## src/rtl/dma_regs_pkg.sv

```systemverilog
package dma_regs_pkg;
   localparam int unsigned OFF_STATUS = 32'h000;
   localparam int unsigned OFF_CFG    = 32'h004;
   localparam int unsigned OFF_BASE   = 32'h008;
   localparam int unsigned OFF_ALTB   = 32'h00C;
   localparam int unsigned OFF_TRIG   = 32'h010;
   localparam int unsigned OFF_FLAGS  = 32'h014;
   localparam int unsigned OFF_FCLR   = 32'h018;
   localparam int unsigned OFF_ATTR   = 32'h020;
   localparam int unsigned OFF_AUX    = 32'h050;
   localparam int unsigned OFF_SRC    = 32'h100;

   typedef enum int unsigned {
      ATTR_EN  = 0,
      ATTR_RQM = 1,
      ATTR_BST = 2,
      ATTR_ALT = 3,
      ATTR_PRI = 4
   } attr_e;
   localparam int unsigned NUM_ATTR = 5;

   localparam int unsigned AUX_CFG_W = 6;

   function automatic int unsigned attr_set_off(input int unsigned k);
      return OFF_ATTR + 8 * k;
   endfunction

   function automatic int unsigned attr_clr_off(input int unsigned k);
      return OFF_ATTR + 8 * k + 4;
   endfunction
endpackage

```

## src/rtl/dma_setclr_vec.sv

```systemverilog
module dma_setclr_vec #(
   parameter int unsigned W = 32
) (
   input  logic         clk,
   input  logic         rst_n,
   input  logic         set_we,
   input  logic         clr_we,
   input  logic [W-1:0] wdata,
   output logic [W-1:0] vec
);
   logic [W-1:0] set_m, clr_m;

   assign set_m = set_we ? wdata : '0;
   assign clr_m = clr_we ? wdata : '0;

   always_ff @(posedge clk or negedge rst_n) begin
      if (!rst_n) vec <= '0;
      else        vec <= (vec | set_m) & ~clr_m;
   end
endmodule

```

## src/rtl/dma_done_flags.sv

```systemverilog
module dma_done_flags #(
   parameter int unsigned W = 32
) (
   input  logic         clk,
   input  logic         rst_n,
   input  logic [W-1:0] done,
   input  logic         clr_we,
   input  logic [W-1:0] wdata,
   output logic [W-1:0] flags
);
   logic [W-1:0] clr_m;

   assign clr_m = clr_we ? wdata : '0;

   // The done term is ORed in after the clear mask so a collision leaves the flag set.
   always_ff @(posedge clk or negedge rst_n) begin
      if (!rst_n) flags <= '0;
      else        flags <= (flags & ~clr_m) | done;
   end
endmodule

```

## src/rtl/dma_aux_route.sv

```systemverilog
module dma_aux_route #(
   parameter int unsigned NUM_CH  = 32,
   parameter int unsigned NUM_AUX = 3
) (
   input  logic [NUM_CH-1:0]                                 flags,
   input  logic [NUM_AUX-1:0][dma_regs_pkg::AUX_CFG_W-1:0] cfg,
   output logic [NUM_AUX-1:0]                                irq
);
   logic [31:0] flags_pad;

   assign flags_pad = 32'(flags);

   for (genvar j = 0; j < NUM_AUX; j++) begin : g_line
      logic [4:0] sel;
      logic       en;
      assign sel    = cfg[j][4:0];
      assign en     = cfg[j][5];
      assign irq[j] = en && flags_pad[sel];
   end
endmodule

```

## src/rtl/dma_ctl_regs.sv

```systemverilog
module dma_ctl_regs
   import dma_regs_pkg::*;
#(
   parameter int unsigned NUM_CH   = 32,
   parameter int unsigned NUM_AUX  = 3,
   parameter int unsigned SEL_W    = 3,
   parameter int unsigned ADDR_W   = 10,
   parameter logic [3:0]  TEST_IND = 4'h0
) (
   input  logic                    clk,
   input  logic                    rst_n,
   input  logic                    bus_wr,
   input  logic [ADDR_W-1:0]       bus_addr,
   input  logic [31:0]             bus_wdata,
   output logic [31:0]             bus_rdata,
   input  logic [NUM_CH-1:0]       eng_done,
   input  logic [3:0]              eng_state,
   output logic                    master_en,
   output logic [2:0]              prot_ctrl,
   output logic [31:0]             desc_base,
   output logic [NUM_CH-1:0]       ch_enable,
   output logic [NUM_CH-1:0]       ch_reqmask,
   output logic [NUM_CH-1:0]       ch_burst,
   output logic [NUM_CH-1:0]       ch_altsel,
   output logic [NUM_CH-1:0]       ch_prio,
   output logic [NUM_CH-1:0]       sw_req,
   output logic [NUM_CH*SEL_W-1:0] src_sel,
   output logic                    irq_main,
   output logic [NUM_AUX-1:0]      irq_aux
);
   localparam int unsigned ALIGN_BITS = $clog2(NUM_CH * 32);
   localparam logic [31:0] BASE_MASK  = ~((32'd1 << ALIGN_BITS) - 32'd1);
   localparam logic [31:0] ALT_OFFSET = 32'(NUM_CH * 16);

   initial begin
      if (NUM_CH < 2 || NUM_CH > 32) $error("NUM_CH must be 2..32");
      if (NUM_AUX < 1 || NUM_AUX > 4) $error("NUM_AUX must be 1..4");
      if (SEL_W < 1 || SEL_W > 8) $error("SEL_W must be 1..8");
      if (OFF_SRC + 4 * NUM_CH > (1 << ADDR_W)) $error("ADDR_W too small");
   end

   logic addr_ok;
   assign addr_ok = (bus_addr[1:0] == 2'b00);

   function automatic logic hit(input int unsigned off);
      return addr_ok && (bus_addr == ADDR_W'(off));
   endfunction

   logic [NUM_ATTR-1:0]                  we_set, we_clr;
   logic [NUM_AUX-1:0]                   we_aux;
   logic [NUM_CH-1:0]                    we_src;
   logic                                 we_cfg, we_base, we_trig, we_fclr;

   always_comb begin
      we_cfg  = bus_wr && hit(OFF_CFG);
      we_base = bus_wr && hit(OFF_BASE);
      we_trig = bus_wr && hit(OFF_TRIG);
      we_fclr = bus_wr && hit(OFF_FCLR);
      for (int k = 0; k < NUM_ATTR; k++) begin
         we_set[k] = bus_wr && hit(attr_set_off(k));
         we_clr[k] = bus_wr && hit(attr_clr_off(k));
      end
      for (int j = 0; j < NUM_AUX; j++) we_aux[j] = bus_wr && hit(OFF_AUX + 4 * j);
      for (int c = 0; c < NUM_CH; c++)  we_src[c] = bus_wr && hit(OFF_SRC + 4 * c);
   end

   // Global registers
   logic [NUM_AUX-1:0][AUX_CFG_W-1:0] aux_cfg_q;
   logic [NUM_CH-1:0][SEL_W-1:0]      src_q;

   always_ff @(posedge clk or negedge rst_n) begin
      if (!rst_n) begin
         master_en <= 1'b0;
         prot_ctrl <= '0;
         desc_base <= '0;
         sw_req    <= '0;
         aux_cfg_q <= '0;
         src_q     <= '0;
      end else begin
         if (we_cfg) begin
            master_en <= bus_wdata[0];
            prot_ctrl <= bus_wdata[7:5];
         end
         if (we_base) desc_base <= bus_wdata & BASE_MASK;
         sw_req <= we_trig ? bus_wdata[NUM_CH-1:0] : '0;
         for (int j = 0; j < NUM_AUX; j++)
            if (we_aux[j]) aux_cfg_q[j] <= bus_wdata[AUX_CFG_W-1:0];
         for (int c = 0; c < NUM_CH; c++)
            if (we_src[c]) src_q[c] <= bus_wdata[SEL_W-1:0];
      end
   end

   assign src_sel = src_q;

   // Attribute vectors
   logic [NUM_ATTR-1:0][NUM_CH-1:0] attr_vec;

   for (genvar k = 0; k < NUM_ATTR; k++) begin : g_attr
      dma_setclr_vec #(.W(NUM_CH)) u_vec (
         .clk    (clk),
         .rst_n  (rst_n),
         .set_we (we_set[k]),
         .clr_we (we_clr[k]),
         .wdata  (bus_wdata[NUM_CH-1:0]),
         .vec    (attr_vec[k])
      );
   end

   assign ch_enable  = attr_vec[ATTR_EN];
   assign ch_reqmask = attr_vec[ATTR_RQM];
   assign ch_burst   = attr_vec[ATTR_BST];
   assign ch_altsel  = attr_vec[ATTR_ALT];
   assign ch_prio    = attr_vec[ATTR_PRI];

   // Completion flags and interrupts
   logic [NUM_CH-1:0] flags;

   dma_done_flags #(.W(NUM_CH)) u_flags (
      .clk    (clk),
      .rst_n  (rst_n),
      .done   (eng_done),
      .clr_we (we_fclr),
      .wdata  (bus_wdata[NUM_CH-1:0]),
      .flags  (flags)
   );

   assign irq_main = |flags;

   dma_aux_route #(.NUM_CH(NUM_CH), .NUM_AUX(NUM_AUX)) u_aux (
      .flags (flags),
      .cfg   (aux_cfg_q),
      .irq   (irq_aux)
   );

   // Read path
   always_comb begin
      bus_rdata = '0;
      if (hit(OFF_STATUS))
         bus_rdata = {TEST_IND, 7'd0, 5'(NUM_CH - 1), 8'd0, eng_state, 3'd0, master_en};
      if (hit(OFF_BASE))  bus_rdata = desc_base;
      if (hit(OFF_ALTB))  bus_rdata = desc_base + ALT_OFFSET;
      if (hit(OFF_FLAGS)) bus_rdata = 32'(flags);
      for (int k = 0; k < NUM_ATTR; k++)
         if (hit(attr_set_off(k))) bus_rdata = 32'(attr_vec[k]);
      for (int j = 0; j < NUM_AUX; j++)
         if (hit(OFF_AUX + 4 * j)) bus_rdata = 32'(aux_cfg_q[j]);
      for (int c = 0; c < NUM_CH; c++)
         if (hit(OFF_SRC + 4 * c)) bus_rdata = 32'(src_q[c]);
   end
endmodule

```

## config.mk

```make
export PLATFORM = sky130hd
export DESIGN_NAME = dma_ctl_regs
export DESIGN_NICKNAME = d
export VERILOG_FILES = /design/src/rtl/dma_regs_pkg.sv /design/src/rtl/dma_setclr_vec.sv /design/src/rtl/dma_done_flags.sv /design/src/rtl/dma_aux_route.sv /design/src/rtl/dma_ctl_regs.sv
export SDC_FILE = /design/constraint.sdc
export NUM_CORES = 1
export LEC_CHECK = 0
export ABC_CLOCK_PERIOD_IN_PS = 6200
export BUFFER_PORTS_ARGS = -buffer_cell sky130_fd_sc_hd__clkbuf_2
export CORE_MARGIN = 2
export CORE_UTILIZATION = 48
export CTS_CLUSTER_SIZE = 8
export DETAILED_ROUTE_END_ITERATION = 16
export PLACE_DENSITY = 0.7
export SKIP_CTS_REPAIR_TIMING = 1
export SLEW_MARGIN = 20
export SYNTH_ARGS = -nofsm -noshare
export SYNTH_HDL_FRONTEND = slang
export SYNTH_SLANG_ARGS = --single-unit
```

## constraint.sdc

```tcl
create_clock -name clk -period 6.2 [get_ports clk]
set_clock_uncertainty 0.1 [all_clocks]
set_input_delay 0.62 -clock clk [delete_from_list [all_inputs] [get_ports clk]]
set_output_delay 0.62 -clock clk [all_outputs]
set_load 0.01 [all_outputs]
```

# Yosys cells after proc, flatten, opt, wreduce, memory -nomap -nowiden
# Index checks and enable logic that the tools add are counted.
dict set report classes {
  add_sub_neg 1
  order_cmp 3
  n_eq_ne 51
  muxes 62
  n_bitwise 18
  reduce_logical 107
}
# operator count
set ops {}
lappend ops {{two-way mux 32 bit} 55}
lappend ops {{== test 10 x 9 -> 1 bit, second input constant} 32}
lappend ops {{bitwise AND 32 bit} 6}
lappend ops {{inverter 32 bit} 6}
lappend ops {{OR 32 bit} 6}
lappend ops {{logical AND 1 bit} 104}
lappend ops {{== test 10 x 6 -> 1 bit, second input constant} 8}
lappend ops {{== test 10 x 7 -> 1 bit, second input constant} 5}
lappend ops {{adder 32 x 10 -> 32 bit, second input constant} 1}
lappend ops {{OR reduction 32 bit} 1}
lappend ops {{== test 10 x 5 -> 1 bit, second input constant} 3}
lappend ops {{two-way mux 21 bit} 1}
lappend ops {{== test 10 x 4 -> 1 bit, second input constant} 2}
lappend ops {{< comparator 5 x 6 -> 1 bit, second input constant} 3}
lappend ops {{binary-select mux 1 bit (select 5 bit)} 3}
lappend ops {{== test 10 x 3 -> 1 bit, second input constant} 1}
lappend ops {{zero test 10 bit} 1}
lappend ops {{two-way mux 1 bit} 3}
lappend ops {{zero test 2 bit} 1}
dict set report word_totals {
  reg_bits 364
  input_bits 81
  wordCells 287
}

# Logic depth before layout (Yosys ltp)
# Gate-level depths: netlist (run 1).
dict set report depth {
  ltp_word 46
  depth_mapped 10
}

# Cells and area by module
# Synthesis (run 1) repeated with hierarchy kept, for this count alone.
dict set report hier_totals {
  hier_cells 1627
  area_unflattened_um2 17783.3
}
# mod instances cells_per_inst area_per_inst_um2 seq_area_each_um2
set by_module_without_submodules {}
lappend by_module_without_submodules {dma_ctl_regs 1 948 9843.2 4304.1}
lappend by_module_without_submodules {dma_setclr_vec 5 102 1169.9 800.8}
lappend by_module_without_submodules {dma_done_flags 1 99 1194.9 800.8}
lappend by_module_without_submodules {dma_aux_route 1 70 895.9 0.0}

# Worst setup path after synthesis (run 1)
# Ideal clock, no wire load.
dict set report synth_path {
  path_type {input port to output port}
  startpoint {input port bus_addr[1]}
  endpoint {output port bus_rdata[1]}
  arrival_time_ns 2.492
  required_ns 5.480
  slack_ns 2.988
  path_stages 10
  path_buffers 3
  path_cell_list {clkbuf_1 or4b_1 clkbuf_1 buf_2 nor2_1 a32oi_1 o211a_1 o21ai_1 a21oi_1 o21ai_1}
}
dict set report synth_between {
  elab_chain_len 45
}
# item line
set synth_lines {}
lappend synth_lines {{from (decl)} dma_ctl_regs.sv:13} ;# input logic [ADDR_W-1:0] bus_addr,
lappend synth_lines {{== test 10 x 4 -> 1 bit / zero test 2 bit (equally long branches)} {dma_ctl_regs.sv:46, dma_ctl_regs.sv:43}}
lappend synth_lines {{logical AND 1 bit} dma_ctl_regs.sv:46} ;# return addr_ok && (bus_addr == ADDR_W'(off));
lappend synth_lines {{two-way mux 32 bit} dma_ctl_regs.sv:140} ;# if (hit(OFF_BASE)) bus_rdata = desc_base;
lappend synth_lines {{two-way mux 32 bit} dma_ctl_regs.sv:141} ;# if (hit(OFF_ALTB)) bus_rdata = desc_base + ALT_OFFSET;
lappend synth_lines {{two-way mux 32 bit} dma_ctl_regs.sv:142} ;# if (hit(OFF_FLAGS)) bus_rdata = 32'(flags);
lappend synth_lines {{two-way mux 32 bit (5 in series)} dma_ctl_regs.sv:144} ;# if (hit(attr_set_off(k))) bus_rdata = 32'(attr_vec[k]);
lappend synth_lines {{two-way mux 32 bit (3 in series)} dma_ctl_regs.sv:146} ;# if (hit(OFF_AUX + 4 * j)) bus_rdata = 32'(aux_cfg_q[j]);
lappend synth_lines {{two-way mux 32 bit (31 in series)} dma_ctl_regs.sv:148} ;# if (hit(OFF_SRC + 4 * c)) bus_rdata = 32'(src_q[c]);
lappend synth_lines {{two-way mux 32 bit *} dma_ctl_regs.sv:148}
lappend synth_lines {{to (decl)} dma_ctl_regs.sv:15} ;# output logic [31:0] bus_rdata,
# Every way passes the cells marked *; elsewhere a longest branch is shown, timed or not.

# Final worst setup path (run 1)
dict set report layout_path {
  startpoint {input port bus_addr[4]}
  endpoint {output port bus_rdata[5]}
}
dict set report layout_between {
  elab_chain_len 46
}
# item line
set layout_lines {}
lappend layout_lines {{zero test 10 bit} dma_ctl_regs.sv:46}
lappend layout_lines {{logical AND 1 bit} dma_ctl_regs.sv:46}
lappend layout_lines {{two-way mux 21 bit} dma_ctl_regs.sv:138} ;# if (hit(OFF_STATUS))
lappend layout_lines {{two-way mux 32 bit} dma_ctl_regs.sv:140}
lappend layout_lines {{two-way mux 32 bit} dma_ctl_regs.sv:141}
lappend layout_lines {{two-way mux 32 bit} dma_ctl_regs.sv:142}
lappend layout_lines {{two-way mux 32 bit (5 in series)} dma_ctl_regs.sv:144}
lappend layout_lines {{two-way mux 32 bit (3 in series)} dma_ctl_regs.sv:146}
lappend layout_lines {{two-way mux 32 bit (31 in series)} dma_ctl_regs.sv:148}
lappend layout_lines {{two-way mux 32 bit *} dma_ctl_regs.sv:148}
# Marked as above.

==> results of run 1 <==
cell type report:
class | count | area (sq um) | share of cell area (%)
Multi-Input combinational cell | 1102 | 7834 | 36.43
Antenna cell | 2 | 5.005 | 0.02327
Clock buffer | 55 | 1344 | 6.249
Sequential cell | 364 | 9109 | 42.36
Inverter | 7 | 26.28 | 0.1222
Timing Repair Buffer | 462 | 2550 | 11.86
Clock inverter | 4 | 60.06 | 0.2793
Tap cell | 461 | 576.8 | 2.682
through the flow:
step	utilization (%)	cell area, sq um	power, mW
finish	60.17	21500	5.290
global route	60.17	21500	5.433
CTS	59.72	21350	5.304
detailed placement	55.80	19940	2.768
global placement	55.63	19880	2.761
floorplan	-	17530	2.609
Yosys cell counts (6+ instances only):
master and n:
a211oi_1 7, a21o_1 34, a21oi_1 354, a221o_1 6
a221oi_1 8, a222oi_1 24, a22o_1 7, a22oi_1 53
and2_1 34, buf_1 7, buf_2 39, buf_4 10
clkbuf_1 102, dfrtp_1 364, inv_1 6, mux2_2 143
mux2i_1 13, mux4_2 30, nand2_1 83, nand2b_1 8
nand3_1 48, nor2_1 54, nor2b_1 7, nor3_1 30
nor4_1 21, o2111ai_1 6, o21ai_0 22, o21ai_1 6
critical path: cells and delay by family:
family / cells / cell delay (ps)
and+or+nand+nor: 3 / 1790
buffers and inverters: 3 / 860
AOI/OAI and AO/OA: 3 / 480
registers in the layout, indices dropped and copies added (netlist names):
signal / flops
master_en: 1
aux_cfg_q: 18
g_attr.u_vec.vec: 160
desc_base: 22
prot_ctrl: 3
src_sel: 96
u_flags.flags: 32
sw_req: 32
layer usage:
| metal | part of all wire [%] | wire length [um] | vias up | track usage (%) |
|---|---|---|---|---|
| met5 | 0 | 0 | - | 0 |
| met4 | 4.4 | 3008 | 0 | 16.74 |
| met3 | 10 | 6960 | 181 | 8.867 |
| met2 | 46 | 31630 | 1073 | 55.36 |
| met1 | 39 | 27080 | 7990 | 47.65 |
| li1 | - | - | 6783 | - |
power breakdown:
group	switching, mW	internal (mW)
registers	0.0348	2.41
clock network	1.04	1.51
logic	0.210	0.0798
cell families after synthesis:
family | count (synthesis) | share of synthesized area, %
other cells | 1 | 0.02143
buf+inv | 167 | 4.162
compound gates | 573 | 19.90
mux | 186 | 13.81
simple gates | 333 | 10.04
flops | 364 | 52.06
worst paths after layout:
kind                              start                       to  slack, ps  depth (start not counted)
min                        eng_done[17]        u_flags.flags[17]         90                          2
max                         bus_addr[4]             bus_rdata[5]       1690                          9
min reg2reg                prot_ctrl[0]             prot_ctrl[0]        420                          1
max reg2reg                aux_cfg_q[6]             aux_cfg_q[6]       4990                          1
min in group asynchronous         rst_n                sw_req[5]        500                          2
max in group asynchronous         rst_n  g_attr[3].u_vec.vec[12]       4180                          3
layout by cell type (no fill, tap or decap), types with 11 or more instances in the layout:
cell	count
a21oi_1	354
mux2i_1	13
mux4_2	30
nor2_4	11
a22oi_1	53
nor3_1	25
a222oi_1	24
buf_4	23
nand3_1	48
nand2_1	83
dfrtp_1	364
and2_1	34
nor2_1	42
clkbuf_16	53
nor4_1	20
clkbuf_2	429
o21ai_0	22
mux2_2	143
a21o_1	34
==> summary.md, run 1 <==
• status: complete, no violations
• commonest register cell after synthesis: dfrtp_1
• number of enable flip-flop cells after synthesis: 0
• Port Buf Inserts: 430
• hold_ws: 94.56 ps
• Worst Setup End Kind: primary output
• violation count after the first detailed-route iteration: 1806
• clock tree sinks: 364
• detail-routed via count per cell: 6.523
• via count of the first global-routing pass: 16060
• clock buffers created by TritonCTS: 52
• Floorplan Core Area: 35740 sq um
• sort of element at the start of the critical path: input port
• area share of the leading cell type in the synthesized netlist: 52.06%
• transition time at the pin with the least slew margin: 1169 ps
• overall track demand over capacity in global routing: 35.80%
• Post-Syn Instances: 1624
• post-layout min period: 4508 ps
• detail-routed net length per standard cell: 27.95 um
• Maximum Capacitance Violations: 0
• initial antenna violation count: 2
• gr ovfl total: 0
• top fanout value on the critical path: 20
• Core Rows: 69
• non-filler cells, final: 2457
• share of post-route cells with drive strength above 1: 36.41%
• Initial Utilization: 48.95%
• Highest Clock Rate: 221.8 MHz
• global-route wire length before repair: 102900 um
• post-detail-place hpwl: 46300 um
• total count of max-transition violations in the final report: 0
• signal arrival time at the worst endpoint: 3790 ps
• final hold viol count: 0
• cell leakage power: 10.26 nW
• GPL Wtd Cong: 0.9497
• crit-path cells: clkbuf_2 > or4b_1 > nor3_4 > buf_4 > a222oi_1 > and3_1 > a21oi_1 > a221o_1 > clkbuf_2
• proportion of synthesized flip-flops having asynchronous set or reset: 100.0%
• count of pins on the block boundary: 441
• maximum clock insertion buffer count: 3
• number of filler cells placed in the layout: 3014
• clock tree from TritonCTS: yes
• number of H-tree branching levels: 2
• Final ANT Viol Nets: 0
• TNS Setup: 0 ps
• number of placed instances with taps included: 2390
• critical-path cell with the highest stage delay: or4b_1
• final setup slack of the worst path: 1692 ps
• synthesis-stage register bit count: 364
• # setup viols final: 0
• sequential cell area fraction in the yosys report: 52.06%
• total via count after detailed routing: 16030
• number of design rule violations left after detail routing: 0
• netlist area before placement: 17500 sq um
• highest cell delay on the worst timing path: 960 ps
• length of the first detailed-routing pass in iterations: 6
• relative max-transition margin: 21.88%
• Total Wirelength: 68680 um
• endpoint required time on the critical path: 5480 ps
• maximum resistive drop on vdd: 0.2132 mV
• Mean Syn Cell Area: 10.77 sq um
• synth unique cells: 71
• most used cell along the critical path: clkbuf_2
• clock insertion delay at the later pin of the skew report: 600 ps
• CTS root buffer: clkbuf_16
• type of the setup path with the least slack: in -> out
• power density over cell area: 246.0 nW/um^2
• dominant cells by area after synthesis: dfrtp_1 (52%), a21oi_1 (10%), mux2_2 (9.2%)
• post-synthesis cell type with the largest combined area: dfrtp_1
• share of the cycle needed by the critical path after routing: 72.71%
• maximum number of pins on one net before global-route repair: 98
• clock transition at the registers of the reported paths: 50 ps
• unrepaired setup endpoints after global routing: false
• Final #Nets: 2070
• Total Die Area: 37990 sq um
• DIE WIDTH: 194.9 um
• floorplan die height: 194.9 um
• type of the tightest min-delay check: in -> reg
• synth warn: 0
• layout overhead on the synthesized area: 22.91%
• pre-CTS setup slack: 1689 ps
(Power assumes the default switching activity.)
==> run 2, diff against run 1 <==
ABC_AREA = 1   (was default)
ABC_CLOCK_PERIOD_IN_PS = 4300   (was 6200)
clock period = 4.3 ns   (was 6.2 ns; I/O delays follow)
==> run 2 against run 1 <==
  * Die area grew 0.32%
  * Wire length grew 9.2%
  * Hold slack lost 97 ps
  * Global-route usage grew 3.2 points
  * Total power grew 43%
  * Register-to-register slack lost 1800 ps
  * Utilization shrank 0.26 points
  * Sequential power grew 44%
  * The run now ends with hold timing left
  * Final area grew 1.3%
==> summary.md, run 2 <==
• commonest register cell after synthesis: dfrtp_1, unchanged
• Total Wirelength: 74970 um, was 68680 um
• # setup viols final: 0, unchanged
• floorplan die height: 195.2 um, was 194.9 um
• met2 GRT Util: 61.94%, was 55.36%
• total via count after detailed routing: 18140, was 16030
• most crowded layer after global routing: met2, unchanged
• Port Buf Inserts: 430, unchanged
• met3 track demand over resource: 10.38%, was 8.867%
• leading post-synthesis cells by instance count: nand2_1 (411), dfrtp_1 (364), o21ai_0 (243), nor2_1 (227), inv_1 (178), was dfrtp_1 (364), a21oi_1 (354), mux2_2 (143), clkbuf_1 (102), nand2_1 (83)
• relative max-transition margin: 21.88%, about the same
• Mean Syn Cell Area: 8.260 sq um, was 10.77 sq um
• crit path launch: aux_cfg_q[6], was bus_addr[4]
• top fanout value on the critical path: 16, was 20
• share of the cycle needed by the critical path after routing: 91.36%
• final core area utilization: 59.91%, was 60.17%
• Core Rows: 70, was 69
• status: finished, violations left, was complete, no violations
• clock buffers created by TritonCTS: 51, was 52
• detail-routed via count per cell: 6.012, was 6.523
• cells on worst reg2reg path: 2, was 1
• clock tree from TritonCTS: yes, unchanged
• Worst R2R End: aux_cfg_q[12], was aux_cfg_q[6]
• post-layout min period: 3928 ps
• netlist area before placement: 17550 sq um, was 17500 sq um
• maximum clock insertion buffer count: 3, unchanged
• overall track demand over capacity in global routing: 39.02%, was 35.80%
• initial antenna violation count: 0, was 2
• CTS root buffer: clkbuf_16, unchanged
• proportion of synthesized flip-flops having asynchronous set or reset: 100.0%, unchanged
• worst reg2reg path startpoint: aux_cfg_q[12], was aux_cfg_q[6]
• number of design rule violations left after detail routing: 0, unchanged
• count of pins on the block boundary: 441, unchanged
• clock tree sinks: 364, unchanged
• synth warn: 0, unchanged
• gr ovfl total: 0, unchanged
• total count of max-transition violations in the final report: 0, unchanged
• type of the setup path with the least slack: reg -> out, was in -> out
• Total Power: 7.561 mW, was 5.290 mW
• length of the first detailed-routing pass in iterations: 8, was 6
• clock transition at the registers of the reported paths: 50 ps, about the same
• Initial Utilization: 48.29%, was 48.95%
• detail-routed net length per standard cell: 24.84 um, was 27.95 um
• cell leakage power: 10.79 nW, was 10.26 nW
• via count of the first global-routing pass: 17550, was 16060
• signal arrival time at the worst endpoint: 3400 ps, was 3790 ps
• TNS Setup: 0 ps, unchanged
• transition time at the pin with the least slew margin: 1169 ps, about the same
• global-route wire length before repair: 111200 um, was 102900 um
• most repeated cell in the gate-level netlist after synthesis: nand2_1, was dfrtp_1
• number of H-tree branching levels: 2, unchanged
• total inserted antenna cells: 0, was 2
• layout overhead on the synthesized area: 24.07%, was 22.91%
• Total Die Area: 38110 sq um, was 37990 sq um
• Highest Clock Rate: 254.6 MHz
• type of the tightest min-delay check: in -> reg, unchanged
• endpoint of the worst setup timing path: bus_rdata[0], was bus_rdata[5]
• GPL Wtd Cong: 0.9513, was 0.9497
• sort of element at the start of the critical path: register, was input port
• violation count after the first detailed-route iteration: 1874, was 1806
• power density over cell area: 347.2 nW/um^2, was 246.0 nW/um^2
• failing checks: hold timing
• Worst Setup End Kind: primary output, unchanged
• synthesis-stage register bit count: 364, unchanged
• sequential cell area fraction in the yosys report: 51.90%, was 52.06%
• Maximum Capacitance Violations: 0, unchanged
• final hold viol count: 1, was 0
• synth unique cells: 46, was 71
• Post-Syn Instances: 2125, was 1624
• dominant cells by area after synthesis: dfrtp_1 (52%), nand2_1 (8.8%), o21ai_0 (6.9%), was dfrtp_1 (52%), a21oi_1 (10%), mux2_2 (9.2%)
• Floorplan Core Area: 36350 sq um, was 35740 sq um
• most common cell after layout, fill and taps aside: clkbuf_2, unchanged
• DIE WIDTH: 195.2 um, was 194.9 um
• post-detail-place hpwl: 53870 um, was 46300 um
• unrepaired setup endpoints after global routing: false, unchanged
• hold_ws: -2.171 ps, was 94.56 ps
• top library cells by usage in the layout, fill and taps aside: clkbuf_2 (429), nand2_1 (411), dfrtp_1 (364), o21ai_0 (243), nor2_1 (221), was clkbuf_2 (429), dfrtp_1 (364), a21oi_1 (354), mux2_2 (143), nand2_1 (83)
• post-synthesis cell type with the largest combined area: dfrtp_1, unchanged
• number of enable flip-flop cells after synthesis: 0, unchanged
• setup slack on the worst flop-to-flop path: 3190 ps, was 4990 ps
• maximum number of pins on one net before global-route repair: 137, was 98
• area share of the leading cell type in the synthesized netlist: 51.90%, was 52.06%
• endpoint required time on the critical path: 3770 ps, was 5480 ps
• number of flip-flops in the largest register: 160, unchanged
• top register by number of flip-flops: g_attr.u_vec.vec, unchanged
• share of post-route cells with drive strength above 1: 22.31%, was 36.41%
• Final #Nets: 2626, was 2070
• global routing met1 resource utilization: 47.83%, was 47.65%
• maximum resistive drop on vdd: 0.3017 mV, was 0.2132 mV
• Final ANT Viol Nets: 0, unchanged
• clock insertion delay at the later pin of the skew report: 600 ps, about the same
## run 2: changes by cell type after synthesis, sizes merged, moves of 78 or more
cell | before | now
a2bb2oi | 2 | 80
nor2 | 55 | 238
inv | 6 | 191
a21oi | 354 | 149
o21ai | 28 | 243
nand2 | 83 | 415
mux2 | 143 | 0
## run 2: area by class of cell
| cell class | instances | area [sq um] |
|---|---|---|
| Fill cell | 3323 | 14570 |
| Clock buffer | 56 | 1316 |
| Inverter | 194 | 733.2 |
| Timing Repair Buffer | 497 | 2785 |
| Tap cell | 468 | 585.6 |
| Sequential cell | 364 | 9109 |
| Multi-Input combinational cell | 1437 | 7222 |
| Clock inverter | 2 | 25.02 |
## run 2: per-layer routing
layer | vias up | share of wire [%]
li1 | 8012 | -
met1 | 8720 | 37
met2 | 1164 | 46
met3 | 247 | 11
met4 | 0 | 6.4
met5 | - | 0
## run 2: worst min path at each step
| stage | startpoint | to | slack (ps) | cells past startpoint |
|---|---|---|---|---|
| 2_1_floorplan | rst_n | aux_cfg_q[0] | 30 | 0 |
| 5_1_grt | eng_done[23] | u_flags.flags[23] | 5 | 3 |
| 4_1_cts | eng_done[3] | u_flags.flags[3] | -80 | 3 |
| 6_report | eng_done[22] | u_flags.flags[22] | -2 | 3 |
| 3_3_place_gp | aux_cfg_q[15] | aux_cfg_q[15] | 370 | 2 |
| 3_5_place_dp | aux_cfg_q[15] | aux_cfg_q[15] | 370 | 2 |
## run 2: through the flow
stage	std cells	cell area (sq um)	setup slack [ps]
CTS	2992	21500	400.5
global placement	2934	20160	517.0
floorplan	2134	17590	1431
detailed placement	2934	20160	528.6
global route	3018	21780	106.4
finish	3018	21780	371.5
## run 2: worst max-delay path, stage by stage (launching register included)
cell and delay [ps]:
dfrtp_1 370, inv_1 420, o22ai_1 170, nor2_1 220, nand4_1 120, nor2_1 120, nand4_1 90, nor2_1 90
nand4_1 90, nand2_1 80, nand4_1 90, nand2_1 100, nand4_1 90, nand2_1 90, nand3_1 70, nand2_1 60
nand4_1 100, nand2_1 90, nand4_1 90, nand2_1 70, nand2_1 60, clkbuf_2 120
## run 2: cells by family after synthesis
| family | Yosys count | share of synthesized area [%] |
|---|---|---|
| AND/OR/NAND/NOR | 828 | 19.87 |
| AO/OA/AOI/OAI | 599 | 20.74 |
| flip-flops | 364 | 51.90 |
| buffers and inverters | 333 | 7.464 |
| other | 1 | 0.02137 |
## run 2: where the power goes
group          total (mW)  switching, mW  internal [mW]  leakage, nW
combinational       0.445          0.323          0.122         5.47
clock                3.59           1.48           2.12        0.657
sequential           3.52         0.0470           3.47         4.67
total                7.56           1.85           5.71         10.8
